**src/rtl/pps_pkg.sv**
```systemverilog
package pps_pkg;

  typedef enum logic [1:0] {
    MD_SINGLE = 2'b00,
    MD_SPLIT  = 2'b01,
    MD_DUAL   = 2'b10,
    MD_RSVD   = 2'b11
  } pps_mode_e;

  localparam int NUM_LANES = 2;

  localparam logic [NUM_LANES-1:0] EN_NONE = 2'b00;
  localparam logic [NUM_LANES-1:0] EN_A    = 2'b01;
  localparam logic [NUM_LANES-1:0] EN_AB   = 2'b11;

endpackage

```
**src/rtl/pps_phase.sv**
```systemverilog
// Pair-phase tracker: restarts at data-enable rise, flags a rise mid-pair.
module pps_phase (
  input  logic clk,
  input  logic rst_n,
  input  logic split_en,
  input  logic de,
  output logic eff_ph,
  output logic misalign
);

  logic ph_q, ph_d;
  logic de_q;
  logic mis_q, mis_d;
  logic de_rise;

  always_comb begin
    de_rise = de & ~de_q;
    eff_ph  = de_rise ? 1'b0 : ph_q;
    ph_d    = split_en ? ~eff_ph : 1'b0;
    mis_d   = mis_q | (split_en & de_rise & ph_q);
  end

  always_ff @(posedge clk or negedge rst_n) begin
    if (!rst_n) begin
      ph_q  <= 1'b0;
      de_q  <= 1'b0;
      mis_q <= 1'b0;
    end else begin
      ph_q  <= ph_d;
      de_q  <= de;
      mis_q <= mis_d;
    end
  end

  assign misalign = mis_q;

endmodule

```
**src/rtl/pps_route.sv**
```systemverilog
// Next-state routing for both output lanes and the pair-hold register.
module pps_route
  import pps_pkg::*;
#(
  parameter int PIX_W = 28
) (
  input  pps_mode_e                         mode_i,
  input  logic                              eff_ph,
  input  logic [PIX_W-1:0]                  pix_a,
  input  logic [PIX_W-1:0]                  pix_b,
  input  logic [PIX_W-1:0]                  hold_q,
  output logic [NUM_LANES-1:0][PIX_W-1:0]   lane_d,
  output logic                              lane_ce,
  output logic                              hold_ce,
  output logic                              stb_d,
  output logic [NUM_LANES-1:0]              en_d
);

  always_comb begin
    lane_d  = '0;
    lane_ce = 1'b0;
    hold_ce = 1'b0;
    stb_d   = 1'b0;
    en_d    = EN_NONE;
    unique case (mode_i)
      MD_SINGLE: begin
        lane_d[0] = pix_a;
        lane_ce   = 1'b1;
        stb_d     = 1'b1;
        en_d      = EN_A;
      end
      MD_DUAL: begin
        lane_d[0] = pix_a;
        lane_d[1] = pix_b;
        lane_ce   = 1'b1;
        stb_d     = 1'b1;
        en_d      = EN_AB;
      end
      MD_SPLIT: begin
        en_d = EN_AB;
        if (!eff_ph) begin
          hold_ce = 1'b1;
        end else begin
          lane_d[0] = hold_q;
          lane_d[1] = pix_a;
          lane_ce   = 1'b1;
          stb_d     = 1'b1;
        end
      end
      default: begin
        lane_ce = 1'b1;
      end
    endcase
  end

endmodule

```
**src/rtl/pps_lane_reg.sv**
```systemverilog
// One output lane register with explicit clock enable.
module pps_lane_reg #(
  parameter int PIX_W = 28
) (
  input  logic             clk,
  input  logic             rst_n,
  input  logic             ce,
  input  logic [PIX_W-1:0] d,
  output logic [PIX_W-1:0] q
);

  logic [PIX_W-1:0] q_q, q_d;

  always_comb q_d = ce ? d : q_q;

  always_ff @(posedge clk or negedge rst_n) begin
    if (!rst_n) q_q <= '0;
    else        q_q <= q_d;
  end

  assign q = q_q;

endmodule

```
**src/rtl/pix_pair_split.sv**
```systemverilog
module pix_pair_split
  import pps_pkg::*;
#(
  parameter int PIX_W = 28
) (
  input  logic             clk,
  input  logic             rst_n,
  input  logic [1:0]       mode,
  input  logic [PIX_W-1:0] pix_a_in,
  input  logic [PIX_W-1:0] pix_b_in,
  output logic [PIX_W-1:0] bus_a_out,
  output logic [PIX_W-1:0] bus_b_out,
  output logic             out_stb,
  output logic [1:0]       bus_en,
  output logic             misalign
);

  localparam int DE_BIT = PIX_W - 1;

  pps_mode_e mode_e;
  logic      split_en;
  logic      eff_ph;

  logic [NUM_LANES-1:0][PIX_W-1:0] lane_d;
  logic [NUM_LANES-1:0][PIX_W-1:0] lane_q;
  logic                            lane_ce;
  logic                            hold_ce;
  logic [PIX_W-1:0]                hold_q, hold_d;
  logic                            stb_d, stb_q;
  logic [NUM_LANES-1:0]            en_d, en_q;

  assign mode_e   = pps_mode_e'(mode);
  assign split_en = (mode_e == MD_SPLIT);

  pps_phase u_phase (
    .clk      (clk),
    .rst_n    (rst_n),
    .split_en (split_en),
    .de       (pix_a_in[DE_BIT]),
    .eff_ph   (eff_ph),
    .misalign (misalign)
  );

  pps_route #(.PIX_W(PIX_W)) u_route (
    .mode_i  (mode_e),
    .eff_ph  (eff_ph),
    .pix_a   (pix_a_in),
    .pix_b   (pix_b_in),
    .hold_q  (hold_q),
    .lane_d  (lane_d),
    .lane_ce (lane_ce),
    .hold_ce (hold_ce),
    .stb_d   (stb_d),
    .en_d    (en_d)
  );

  for (genvar g = 0; g < NUM_LANES; g++) begin : g_lane
    pps_lane_reg #(.PIX_W(PIX_W)) u_lane (
      .clk   (clk),
      .rst_n (rst_n),
      .ce    (lane_ce),
      .d     (lane_d[g]),
      .q     (lane_q[g])
    );
  end

  always_comb hold_d = hold_ce ? pix_a_in : hold_q;

  always_ff @(posedge clk or negedge rst_n) begin
    if (!rst_n) begin
      hold_q <= '0;
      stb_q  <= 1'b0;
      en_q   <= EN_NONE;
    end else begin
      hold_q <= hold_d;
      stb_q  <= stb_d;
      en_q   <= en_d;
    end
  end

  assign bus_a_out = lane_q[0];
  assign bus_b_out = lane_q[1];
  assign out_stb   = stb_q;
  assign bus_en    = en_q;

endmodule

```
**config.mk**
```make
export PLATFORM = sky130hd
export DESIGN_NAME = pix_pair_split
export DESIGN_NICKNAME = d
export VERILOG_FILES = /design/src/rtl/pps_pkg.sv /design/src/rtl/pps_phase.sv /design/src/rtl/pps_route.sv /design/src/rtl/pps_lane_reg.sv /design/src/rtl/pix_pair_split.sv
export SDC_FILE = /design/constraint.sdc
export NUM_CORES = 1
export LEC_CHECK = 0
export BUFFER_PORTS_ARGS = -buffer_cell sky130_fd_sc_hd__buf_2
export CAP_MARGIN = 20
export CELL_PAD_IN_SITES_DETAIL_PLACEMENT = 0
export CELL_PAD_IN_SITES_GLOBAL_PLACEMENT = 2
export CORE_MARGIN = 1.5
export CORE_UTILIZATION = 34
export CTS_BUF_LIST = sky130_fd_sc_hd__clkbuf_4 sky130_fd_sc_hd__clkbuf_8 sky130_fd_sc_hd__clkbuf_16
export CTS_CLUSTER_SIZE = 12
export DETAILED_ROUTE_END_ITERATION = 12
export PLACE_DENSITY = 0.76
export SYNTH_ARGS = -nofsm -noshare
export SYNTH_HDL_FRONTEND = slang
export SYNTH_SLANG_ARGS = --single-unit
```
**constraint.sdc**
```tcl
create_clock -name clk -period 1.8 [get_ports clk]
set_input_delay 0.09 -clock clk [delete_from_list [all_inputs] [get_ports clk]]
set_output_delay 0.09 -clock clk [all_outputs]
set_load 0.02 [all_outputs]
```
# Yosys cells after proc, flatten, opt, wreduce, memory -nomap -nowiden

Index checks and enable logic that the tools add are counted.

Memories kept: 0
Output and inout port bits: 60
Bits of input ports: 60
Latch bits: 0
Bits in writable memories: 0
Logic and storage cells: 30
Memory bits (read-only): 0
Flip-flop bits (word level): 90

Bitwise gates (word level): 6
Shift-type cells: 0
Multiplexer cells: 11
Reduce and logical (&&, ||, !) cells: 3
Add/sub/neg operators: 0
Equal/unequal tests: 2
$mul: 0
$lt $le $gt $ge: 0
Div/mod/pow operators: 0

Operator list:

| operator             | number |
|---|---|
| $pmux W28 S2         | 2 |
| $mux W56             | 1 |
| $mux W1              | 6 |
| $pmux W2 S2          | 1 |
| $reduce_or A2 Y1     | 2 |
| $and A1 B1 Y1        | 3 |
| $eq A2 B1 Y1 const B | 1 |
| $eq A2 B2 Y1 const B | 1 |
| $logic_not A2 Y1     | 1 |
| $not A1 Y1           | 2 |
| $pmux W1 S2          | 1 |
| $or A1 B1 Y1         | 1 |

# Longest topological paths before layout

Gate-level depths: netlist of run 1.

Depth in word-level cells: 5
Gate-level depth with buffers: 7

# Modules after synthesis

Synthesis of run 1 repeated with hierarchy kept, for this count alone.

Cell total of the unflattened synthesis: 273
Area total of the unflattened synthesis: 4,324.1 µm²

Modules (own cells, without submodules):

| module         | area each (µm²) | sequential area each (µm²) | times used | cells an instance |
|---|---|---|---|---|
| pps_lane_reg   | 1,142.3         | 700.7                      | 2          | 59 |
| pix_pair_split | 1,223.7         | 775.7                      | 1          | 63 |
| pps_route      | 691.9           | 0.0                        | 1          | 84 |
| pps_phase      | 123.9           | 75.1                       | 1          | 8 |

# Least setup slack after synthesis of run 1

No wires, ideal clock.

Kind: flip-flop to flip-flop
Start point: register u_phase.de_q
End point: register hold_q[5]
Setup time: 0.125 ns
Slack: 0.386 ns
Stages on the path, launching flop included: 5
Required time: 1.675 ns
Data arrival time: 1.289 ns
Path buffers: 1
Cell sequence: dfrtp_1 > nand2b_2 > a21boi_4 > buf_4 > mux2_2

Longest elaborated chain between the ends: 5

Ends and longest elaborated chain:

| element                | RTL line             | text |
|---|---|---|
| start, declared        | pps_phase.sv:12      | `logic de_q;` |
| start signal, assigned | pps_phase.sv:26      | `de_q <= 1'b0;` |
| start signal, assigned | pps_phase.sv:30      | `de_q <= de;` |
| $not A1 Y1             | pps_phase.sv:17      | `de_rise = de & ~de_q;` |
| $and A1 B1 Y1          | pps_phase.sv:17      |  |
| $mux W1                | pps_phase.sv:18      | `eff_ph = de_rise ? 1'b0 : ph_q;` |
| $mux W1                | pps_route.sv:41      | `if (!eff_ph) begin` |
| $mux W1                | pps_route.sv:25      | `unique case (mode_i)` |
| end signal, assigned   | pix_pair_split.sv:75 | `hold_q <= hold_d;` |
| end, declared          | pix_pair_split.sv:28 | `logic [PIX_W-1:0] hold_q, hold_d;` |

No other way between the ends.
A chain may end at the register's enable or synchronous reset.

# Final worst setup path of run 1

Start point: register u_phase.de_q
End point: register hold_q[25]

The elaborated chain is that of the path after synthesis.

==> results of run 1 <==
==> metal layers <==
layer	share of wire	track usage	up-vias	routed length, microns
met2	0.46	0.2957	187	6075
li1	-	-	1657	-
met3	0.075	0.04942	11	992
met4	0.011	0.05793	0	143
met5	0	0	-	0
met1	0.45	0.2639	1878	5945
==> cell usage after synthesis (all sizes together) <==
master and count:
nor2 1, buf 31, nand2 1, nor2b 1, a32oi 55, a21oi 2
dfrtp 90, nand2b 1, ha 4, a21o 1, inv 5, nand4 1
o211ai 55, a21boi 1, o31ai 55, and2 1, mux2 29, clkbuf 18
or2 1
==> power breakdown <==
group	switching [mW]	internal (mW)	leakage, nW	total, mW
Sequential	0.111	2.23	1.15	2.34
Clock	0.793	1.14	0.151	1.94
Combinational	0.558	0.349	1.13	0.906
==> cell families after synthesis <==
kind of cell,count (synthesis),share of synthesized area
AOI/OAI and AO/OA,169,0.3325
adders and majority gates,4,0.01114
buffers and inverters,54,0.07268
DFF,90,0.5013
muxes,29,0.07268
and+or+nand+nor,7,0.009748
==> critical path, delay by kind of cell, from the launching register on <==
kind / cells / cell delay, ns
flops: 1 / 0.42
mux: 1 / 0.37
buf+inv: 1 / 0.29
compound gates: 1 / 0.24
simple gates: 1 / 0.23
==> flip-flops by register name, summed over array words and instances, names as in the netlist <==
register / flops
u_phase.misalign: 1
bus_en: 2
out_stb: 1
u_phase.de_q: 1
g_lane.u_lane.q: 56
hold_q: 28
u_phase.ph_q: 1
==> per-stage QoR <==
step	worst slack (ns)	util	hold WS [ns]	instances	cell area, sq um
after CTS	0.1055	0.4350	0.002381	634	5557
after floorplan	0.3860	-	-0.2056	353	4493
after detailed placement	0.1233	0.4088	0.1022	615	5221
after global placement	0.1724	0.4088	0.09336	615	5221
final	0.1129	0.4353	0.01478	634	5560
after global routing	0.06088	0.4353	0.01014	634	5560
==> final timing paths <==
kind	end	slack (ns)	cells after the start
setup / recovery	hold_q[25]	0.11	4
hold / removal	hold_q[16]	0.01	2
max in group asynchronous	u_phase.ph_q	0.93	3
setup reg to reg	hold_q[25]	0.11	4
hold reg to reg	u_phase.misalign	0.48	1
min in group asynchronous	hold_q[7]	0.26	2
==> layout make-up <==
cell class	instances	share of cell area
inverters	5	0.003375
repair buffers	142	0.1519
clock inverters	5	0.009451
well taps	172	0.03870
clock buffers	11	0.04545
multi-input cells	209	0.3461
flip-flops and latches	90	0.4050
==> timing repair <==
item,in CTS,in global routing
setup endpoints to repair,0,8
endpoints found under the hold margin,36,0
buffers inserted,0,0
resized for setup,0,1
hold buffers,3,0
==> results summary, run 1 <==
The leakage power is 2.440 nW. The CTS H-tree depth is 3. The standard-cell row count came out at 41.

The die covers 13910 sq um. The top cell types in the final layout, fill and taps aside, are sky130_fd_sc_hd__buf_2 (118), sky130_fd_sc_hd__dfrtp_1 (90), sky130_fd_sc_hd__a32oi_1 (55), sky130_fd_sc_hd__o211ai_1 (55), sky130_fd_sc_hd__o31ai_2 (30). The data required time of the critical path is 2.02 ns. The count of state elements after synthesis came out at 90. The die is 118.0 microns wide.

The worst setup path is launched from a flop. The total of endpoints with negative setup slack in the final report came out at 0. The filler cell count came out at 1203. The worst hold path belongs to the class in2reg. The number of antenna cells inserted is 0. The net count after synthesis is 417. The sequential cell area came out at 2252 sq um. The count of endpoints failing hold in the final timing report is 0. The most critical setup path has its startpoint at u_phase.de_q. The quantity of I/O buffers inserted on ports is 119. The fraction of layout cells with a size suffix above 1 came out at 0.4805. The total chip power is 5.181 mW. The clock latency of the later-clocked register in the worst-skew pair is 0.34 ns.

The synthesized instance count came out at 353. The power per cell area is 931.8 nW/um^2. The worst setup path is captured at a flop. Buffers inserted during clock tree synthesis total 9.

After detailed routing, the total wire length is 13160 microns. The total number of clock tree sinks is 90. The clock slew at the register clock pins of the worst setup and hold paths is 0.06 ns. The headroom to the max-slew limit came out at 0.5539. The synthesized area per cell is 12.73 sq um. The portion of the post-synthesis area used by sequential elements is 0.5013.

The worst register-to-register path begins at u_phase.de_q. The type of the worst setup path is reg2reg. The post-route setup TNS came out at 0 ns. TritonCTS built the clock tree. The die is 118.0 microns tall. The global placer's final weighted congestion came out at 0.7230.

The number of antenna-violating nets in the routed design is 0. The synthesis warning total came out at 0. The detailed-routing iteration count for the pre-antenna-repair pass is 5.

The most frequent standard cell in the layout excluding fill and tap cells is sky130_fd_sc_hd__buf_2. Walking the worst path, the cells encountered are nand2b_2, a21boi_4, buf_12, mux2_2. Clock tree synthesis selected as its root buffer the cell sky130_fd_sc_hd__clkbuf_16. The initial cell density of the core is 0.3517.

The longest clock path from root to sink contains 2 buffers. The max-cap violation count came out at 0. The initial antenna violation count is 0.

The part of the cycle the worst path needs came out at 0.9373. The share of Yosys cell area claimed by the top area cell type is 0.5013. The residual DRC count is 0. The detail-routed via count per cell is 5.888.

At the pin with the least slew margin, the transition time is 0.6691 ns. The region available for standard cell placement spans 12770 sq um. The via count of the first global-routing pass came out at 3843.

The pin count of the biggest net entering global routing came out at 57. For this design the top-level I/O count stands at 120. The max-slew violation total from the final report is 0.

The largest fanout on the critical path came out at 44. Yosys attributes the largest share of cell area to sky130_fd_sc_hd__dfrtp_1 (50%), sky130_fd_sc_hd__a32oi_1 (11%), sky130_fd_sc_hd__o211ai_1 (9.2%), sky130_fd_sc_hd__o31ai_2 (8.4%), sky130_fd_sc_hd__mux2_2 (7.3%). The cell type of the slowest stage on the worst timing path is sky130_fd_sc_hd__dfrtp_1. The cell area after synthesis is 4493 sq um.

Setup repair after global routing left no endpoint under its margin. The HPWL after detailed placement came out at 8237 microns. The worst-case IR drop observed on VDD is 0.5218 mV. The routed layout has 3733 vias. The clock arrives with 0.005091 ns of skew. The first-iteration detailed-routing DRC count is 288.

The worst hold path begins at pix_a_in[16]. The peak per-stage delay on the critical path came out at 0.42 ns. The flow ran to the end, and the final reports show no timing, DRC or antenna violations. The peak clock frequency supported by timing is 0.5927 GHz.

The first-pass GRT wire length is 21200 microns. After global routing the overflow that remains totals 0. The relative area change from synthesis to final layout is 23.75%. The synthesized design spends more area on one cell type than any other, namely sky130_fd_sc_hd__dfrtp_1. The average wire per standard cell is 20.75 microns. After layout, the minimum clock period comes to 1.687 ns. The worst path arrival time came out at 1.91 ns.

Summing all multi-input logic gate instances after layout gives 1924 sq um. The number of distinct library cell variants in the gate-level netlist after synthesis came out at 24. The net count reported at finish came out at 521. The global routing usage summed across all routing layers is 0.1914.
(Power assumes the default switching activity.)
==> run 2, diff against run 1 <==
Settings changed: GPL_TIMING_DRIVEN set to 0.
==> run 2 against run 1 <==
Critical path type unchanged. Clock power decreased by 9%. Sequential power is essentially flat. Setup slack gained 0.14 ns. Via count grew 0.48%. Cell area rose by 1.1%.
==> results summary, run 2 (same netlist as run 1, synthesis figures left out) <==
Critical path, cell by cell: nand2b_2, a21boi_4, buf_6, buf_4, o31ai_2 (was nand2b_2, a21boi_4, buf_12, mux2_2). The detail-routed via count per cell is 5.675 (was 5.888). The clock slew at the register clock pins of the worst setup and hold paths came out at 0.07 ns (was 0.06 ns). The worst setup margin came out at 0.2566 ns (was 0.1129 ns). The number of setup buffers added after CTS is 0 (unchanged). The quantity of I/O buffers inserted on ports is 119 (unchanged).

The switching portion of total power is 0.2843 (was 0.2821). The remaining global-route overflow came out at 0 (unchanged). The path type of the worst min-delay path is in2reg (unchanged). The detailed-routing iteration count for the pre-antenna-repair pass came out at 4 (was 5). The worst path arrival time came out at 1.74 ns (was 1.91 ns). The gate family responsible for the most delay along the worst path is buffers and inverters (was flip-flops). The hold path depth came to 2 (unchanged).

The sum of routed wire length over all layers came out at 13890 microns (was 13160 microns). The fraction of power consumed by sequential logic is 0.464 (was 0.451). The origin of the worst min-delay path is pix_a_in[4] (was pix_a_in[16]).

The largest fanout on the critical path came out at 10 (was 44). The maximum vdd ir drop came to 0.3389 mV (was 0.5218 mV). The count of endpoints failing hold in the final timing report came out at 0 (unchanged).

The maximum number of buffers from clock root to sink came out at 2 (unchanged). The relative area change from synthesis to final layout is 25.15% (was 23.75%). The part of the cycle the worst path needs came out at 0.8574 (was 0.9373). The via count of the first global-routing pass came out at 3933 (was 3843). The post-route non-filler standard cell count came out at 661 (was 634). RSZ-0062 raised after global routing: no (unchanged). The overall via count from detail_route came out at 3751 (was 3733). The residual DRC count came out at 0 (unchanged). The type of the worst setup path is reg2reg (unchanged). The data required time of the critical path came to 1.99 ns (was 2.02 ns). The worst hold endpoint is hold_q[4] (was hold_q[16]). The number of antenna-violating nets in the routed design came out at 0 (unchanged). The average wire per standard cell came to 21.02 microns (was 20.75 microns). The library cell used as clock root buffer is sky130_fd_sc_hd__clkbuf_16 (unchanged). The number of antenna cells inserted is 0 (unchanged). The clock latency of the later-clocked register in the worst-skew pair came out at 0.34 ns (about the same). The endpoint kind of the worst setup timing path is a flop (unchanged). The capture instance of the worst register-to-register path is g_lane[0].u_lane.q[26] (was hold_q[25]). The startpoint type of the worst setup path was a flop (unchanged).

The clock skew after layout came out at 0.008765 ns (was 0.005091 ns). The combinational cell fraction of total power came to 0.185 (was 0.175). The first-iteration detailed-routing DRC count came out at 291 (was 288). The total of endpoints with negative setup slack in the final report was 0 (unchanged). The switching power summed over all nets is 1.432 mW (was 1.461 mW). The max-slew violation total from the final report is 0 (unchanged).

The die area is 13910 sq um (unchanged). The peak clock frequency supported by timing is 0.6479 GHz (was 0.5927 GHz). The total number of clock tree sinks is 90 (unchanged). The headroom to the max-slew limit is 0.5221 (was 0.5539). The worst-case reg-to-reg path depth came out at 5 (was 4). The CTS H-tree depth came out at 3 (unchanged). Most used cells in the layout excluding fill and tap cells: sky130_fd_sc_hd__buf_2 (133), sky130_fd_sc_hd__dfrtp_1 (90), sky130_fd_sc_hd__a32oi_1 (55), sky130_fd_sc_hd__o211ai_1 (55), sky130_fd_sc_hd__o31ai_2 (30) (was sky130_fd_sc_hd__buf_2 (118), sky130_fd_sc_hd__dfrtp_1 (90), sky130_fd_sc_hd__a32oi_1 (55), sky130_fd_sc_hd__o211ai_1 (55), sky130_fd_sc_hd__o31ai_2 (30)).

The post-CTS resize count came out at 0 (unchanged). The die extent in x is 118.0 microns (unchanged). The final critical-path required period is 1.543 ns (was 1.687 ns). The peak per-stage delay on the critical path was 0.39 ns (was 0.42 ns). The max-cap violation count came out at 0 (unchanged).

The internal portion of total power is 3.605 mW (was 3.720 mW). The end-of-flow core utilization came out at 0.4402 (was 0.4353). The first-pass GRT wire length is 22310 microns (was 21200 microns).

The flip-flop count of the largest register, all copies and words added came out at 56 (unchanged). The slew at the pin with the worst max-slew slack came to 0.7169 ns (was 0.6691 ns). The fraction of layout cells with a size suffix above 1 came out at 0.4703 (was 0.4805). The pin count of the biggest net entering global routing was 55 (was 57).

The net count reported at finish came out at 550 (was 521). The leakage power is 2.489 nW (was 2.440 nW). The register-to-register setup slack was 0.26 ns (was 0.11 ns). The most frequent standard cell in the layout excluding fill and tap cells is sky130_fd_sc_hd__buf_2 (unchanged).

The HPWL after detailed placement is 9797 microns (was 8237 microns). Run status: completed (unchanged). The global placer's final weighted congestion came out at 0.7614 (was 0.7230).

The reg-to-reg critical path startpoint was u_phase.de_q (unchanged). The worst slack at placement is 0.03352 ns (was 0.1233 ns). The power per cell area is 895.9 nW/um^2 (was 931.8 nW/um^2).

The cell type of the slowest stage on the worst timing path is sky130_fd_sc_hd__dfrtp_1 (unchanged). The count of buffer and inverter cells on the critical path is 2 (was 1). The height of the die came out at 118.0 microns (unchanged).

The cell count after placement came out at 645 (was 615). The global routing usage summed across all routing layers was 0.2056 (was 0.1914). The clock share of power came out at 0.351 (was 0.374). The I/O pin total came out at 120 (unchanged). The CTS tree is done (unchanged). The CTS buffer count is 9 (unchanged). The initial antenna violation count is 0 (unchanged). The standard cell core area is 12770 sq um (unchanged). The standard-cell row count came to 41 (unchanged). The initial cell density of the core came to 0.3517 (unchanged).
## run 2: changes by cell type in the layout (fill, tap and decap cells not counted), sizes merged
cell,change
buf,+12
dlygate4sd3,-1
clkinv,-3
clkinvlp,-1
bufinv,-1
clkbuf,+21
## run 2: worst max-delay path by stage
stage                             from                     end  slack [ns]  cells past startpoint
after global placement           rst_n        u_phase.misalign       -0.28                      1
after detailed placement       mode[0]  g_lane[1].u_lane.q[14]        0.03                      6
after global routing      u_phase.de_q  g_lane[1].u_lane.q[13]        0.15                      5
after floorplan           u_phase.de_q               hold_q[5]        0.39                      4
final                     u_phase.de_q  g_lane[0].u_lane.q[26]        0.26                      5
after CTS                 u_phase.de_q  g_lane[0].u_lane.q[26]        0.26                      5
## run 2: metrics by stage
stage | hold WS (ns) | TNS (ns) | area, sq um | power (mW)
after floorplan | -0.2056 | 0 | 4493 | 2.909
after CTS | 0.01288 | 0 | 5623 | 5.084
final | 0.01683 | 0 | 5623 | 5.037
after detailed placement | 0.09873 | 0 | 5334 | 3.308
after global routing | 0.01959 | 0 | 5623 | 5.269
after global placement | 0.2826 | -24.74 | 5304 | 3.282
## run 2: timing repair
action,4_1_cts,5_1_grt
setup endpoints to repair,0,0
hold buffers,2,0
hold endpoints to repair,37,0
## run 2: layout make-up
cell class | instances | area (sq um)
plain buffers | 49 | 307.8
clock buffers | 14 | 269.0
fillers | 1229 | 7151
inverters | 5 | 18.77
multi-input cells | 209 | 1914
flip-flops and latches | 90 | 2252
well taps | 172 | 215.2
repair buffers | 122 | 645.6
## run 2: layer usage
| layer | wire length [microns] | GRT usage | vias up |
|---|---|---|---|
| li1 | - | - | 1717 |
| met1 | 6669 | 0.2937 | 1886 |
| met2 | 6211 | 0.3129 | 132 |
| met3 | 832 | 0.04264 | 16 |
| met4 | 181 | 0.06174 | 0 |
| met5 | 0 | 0 | - |
## run 2: power by group through the flow
stage          registers [mW]  logic, mW  clock network, mW
2_1_floorplan            2.46      0.446                  0
3_3_place_gp             2.36      0.917                  0
3_5_place_dp             2.37      0.936                  0
4_1_cts                  2.34      0.941               1.81
5_1_grt                  2.36       1.01               1.90
6_report                 2.34      0.931               1.77
==> run 3, diff against run 2 <==
Settings changed: CORE_UTILIZATION 34 to 37, CTS_CLUSTER_SIZE 12 to 40, PLACE_DENSITY 0.76 to 0.82.
Clock period 1.8 ns to 2 ns, I/O delays scaled along.
==> run 3 against run 2 <==
Via count grew 0.53%. Register-to-register slack better by 0.22 ns. Clock-buffer cell count shrank 4. Clock power up 12%. First-iteration DRC count shrank 9.3%. Critical path depth is 1 lower. Clock skew is essentially flat. Die area down 7.9%. Worst hold slack gained 0.010 ns. Non-clock buffer count did not move. Sequential power fell by 10%. Critical path type unchanged.
==> results summary, run 3 (same netlist as run 1, synthesis figures left out) <==
Run status: completed (unchanged). The clock skew after layout is 0.009145 ns (was 0.008765 ns). The reg-to-reg critical path startpoint is u_phase.ph_q (was u_phase.de_q). The number of setup buffers added after CTS came to 0 (unchanged). The worst-case reg-to-reg path depth is 4 (was 5). The peak clock frequency supported by timing is 0.6568 GHz (was 0.6479 GHz). The count of endpoints failing hold in the final timing report is 0 (unchanged).

The global routing usage summed across all routing layers came to 0.2194 (was 0.2056). Most used cells in the layout excluding fill and tap cells: sky130_fd_sc_hd__buf_2 (133), sky130_fd_sc_hd__dfrtp_1 (90), sky130_fd_sc_hd__a32oi_1 (55), sky130_fd_sc_hd__o211ai_1 (55), sky130_fd_sc_hd__o31ai_2 (30) (unchanged). The max-slew violation total from the final report came out at 0 (unchanged). The flip-flop count of the largest register, all copies and words added is 56 (unchanged). The worst hold slack after final layout came to 0.02710 ns (was 0.01683 ns). The library cell used as clock root buffer is sky130_fd_sc_hd__clkbuf_16 (unchanged). The largest fanout on the critical path is 10 (unchanged). The clock latency of the later-clocked register in the worst-skew pair came out at 0.34 ns (about the same).

The fraction of power consumed by sequential logic is 0.427 (was 0.464). The standard cell core area came out at 11910 sq um (was 12770 sq um). The internal portion of total power is 3.582 mW (was 3.605 mW). The worst setup path startpoint is u_phase.ph_q (was u_phase.de_q). The CTS buffer count is 9 (unchanged). The standard-cell row count is 40 (was 41).

The power per cell area is 867.6 nW/um^2 (was 895.9 nW/um^2). The remaining global-route overflow is 0 (unchanged). The clock slew at the register clock pins of the worst setup and hold paths was 0.07 ns (about the same). The combinational cell fraction of total power is 0.170 (was 0.185). The most frequent standard cell in the layout excluding fill and tap cells was sky130_fd_sc_hd__buf_2 (unchanged).

The part of the cycle the worst path needs came to 0.7613 (was 0.8574). The fraction of layout cells with a size suffix above 1 came to 0.4725 (was 0.4703). The clock share of power was 0.402 (was 0.351).

The maximum number of buffers from clock root to sink was 2 (unchanged). RSZ-0062 raised after global routing: no (unchanged). The via count of the first global-routing pass came to 3829 (was 3933). The type of the worst setup path is reg2reg (unchanged). The detailed-routing iteration count for the pre-antenna-repair pass came out at 6 (was 4). The CTS H-tree depth is 3 (unchanged).

The switching portion of total power came out at 0.2723 (was 0.2843). The total of endpoints with negative setup slack in the final report is 0 (unchanged). The headroom to the max-slew limit is 0.5101 (was 0.5221). The post-route setup TNS was 0 ns (unchanged).

The quantity of I/O buffers inserted on ports came out at 119 (unchanged). The pin count of the biggest net entering global routing is 50 (was 55). The first-iteration detailed-routing DRC count is 264 (was 291). The endpoint kind of the worst setup timing path is a flop (unchanged). The I/O pin total is 120 (unchanged). The origin of the worst min-delay path is pix_a_in[4] (unchanged). The initial cell density of the core is 0.3772 (was 0.3517).

The relative area change from synthesis to final layout is 26.26% (was 25.15%). The height of the die is 113.2 microns (was 118.0 microns). The worst setup margin came out at 0.4774 ns (was 0.2566 ns). The worst path arrival time came to 1.77 ns (was 1.74 ns). The initial antenna violation count came out at 0 (unchanged).

The post-CTS resize count came to 0 (unchanged). The max-cap violation count is 0 (unchanged). The leakage power came to 2.522 nW (was 2.489 nW).

The global placer's final weighted congestion is 0.7899 (was 0.7614). The CTS tree is done (unchanged). The switching power summed over all nets came to 1.340 mW (was 1.432 mW). The register-to-register setup slack is 0.48 ns (was 0.26 ns). The maximum vdd ir drop came to 0.4023 mV (was 0.3389 mV).

The final critical-path required period is 1.523 ns (was 1.543 ns). The die area came out at 12810 sq um (was 13910 sq um). The startpoint type of the worst setup path was a flop (unchanged). The number of antenna cells inserted was 0 (unchanged).

The HPWL after detailed placement is 9483 microns (was 9797 microns). The residual DRC count came to 0 (unchanged). The hold path depth came out at 2 (unchanged). The path type of the worst min-delay path is in2reg (unchanged). The number of antenna-violating nets in the routed design is 0 (unchanged). The data required time of the critical path came out at 2.25 ns (was 1.99 ns). The die extent in x is 113.2 microns (was 118.0 microns). The average wire per standard cell is 21.43 microns (was 21.02 microns). The slew at the pin with the worst max-slew slack came to 0.7349 ns (was 0.7169 ns). The end-of-flow core utilization is 0.4763 (was 0.4402). The total chip power is 4.922 mW (was 5.037 mW). The total number of clock tree sinks is 90 (unchanged). The first-pass GRT wire length came out at 21520 microns (was 22310 microns). The net count reported at finish is 550 (unchanged). The worst slack at placement is 0.2305 ns (was 0.03352 ns).

The detail-routed via count per cell is 5.911 (was 5.675). The overall via count from detail_route came out at 3771 (was 3751). The sum of routed wire length over all layers was 13670 microns (was 13890 microns).
==> run 3: power by group through the flow <==
stage                     Sequential, mW  Clock, mW  Combinational, mW
after CTS                           2.10       2.01              0.844
after global placement              2.13          0              0.820
after detailed placement            2.13          0              0.841
final                               2.10       1.98              0.838
after floorplan                     2.22          0              0.401
after global routing                2.13       2.09              0.907
==> run 3: layout make-up <==
cell class | instances | area (sq um)
clock inverter | 6 | 111.4
inverter | 5 | 18.77
buffer | 49 | 307.8
tap | 147 | 183.9
multi-input combinational | 209 | 1914
timing repair buffer | 122 | 645.6
sequential | 90 | 2252
fill | 1129 | 6238
clock buffer | 10 | 239.0
==> run 3: path summary, 6_finish.rpt <==
path | to
setup / recovery | g_lane[0].u_lane.q[24]
hold / removal | hold_q[4]
setup reg to reg | g_lane[0].u_lane.q[24]
hold reg to reg | u_phase.misalign
max in group asynchronous | hold_q[23]
min in group asynchronous | g_lane[0].u_lane.q[9]
==> run 3: critical path, stage by stage, from the launching register on <==
cell                       delay (ns)
sky130_fd_sc_hd__dfrtp_1         0.44
sky130_fd_sc_hd__inv_2           0.19
sky130_fd_sc_hd__clkbuf_1        0.50
sky130_fd_sc_hd__o211ai_1        0.21
sky130_fd_sc_hd__o31ai_2         0.10
==> run 3: per-layer routing <==
| metal | share of wire | up-vias | GRT usage |
|---|---|---|---|
| met1 | 0.47 | 1909 | 0.3116 |
| met2 | 0.46 | 135 | 0.3495 |
| li1 | - | 1714 | - |
| met4 | 0.011 | 0 | 0.04583 |
| met3 | 0.059 | 13 | 0.04446 |
| met5 | 0 | - | 0 |
==> run 3: through the flow <==
step	cells	area, sq um
final	638	5673
after global routing	638	5673
after CTS	638	5673
after detailed placement	620	5303
after global placement	619	5273
after floorplan	353	4493
==> run 3: repair_timing <==
action / 4_1_cts / 5_1_grt
setup endpoints to repair: 0 / 0
endpoints found under the hold margin: 42 / 0
hold buffers: 2 / 0
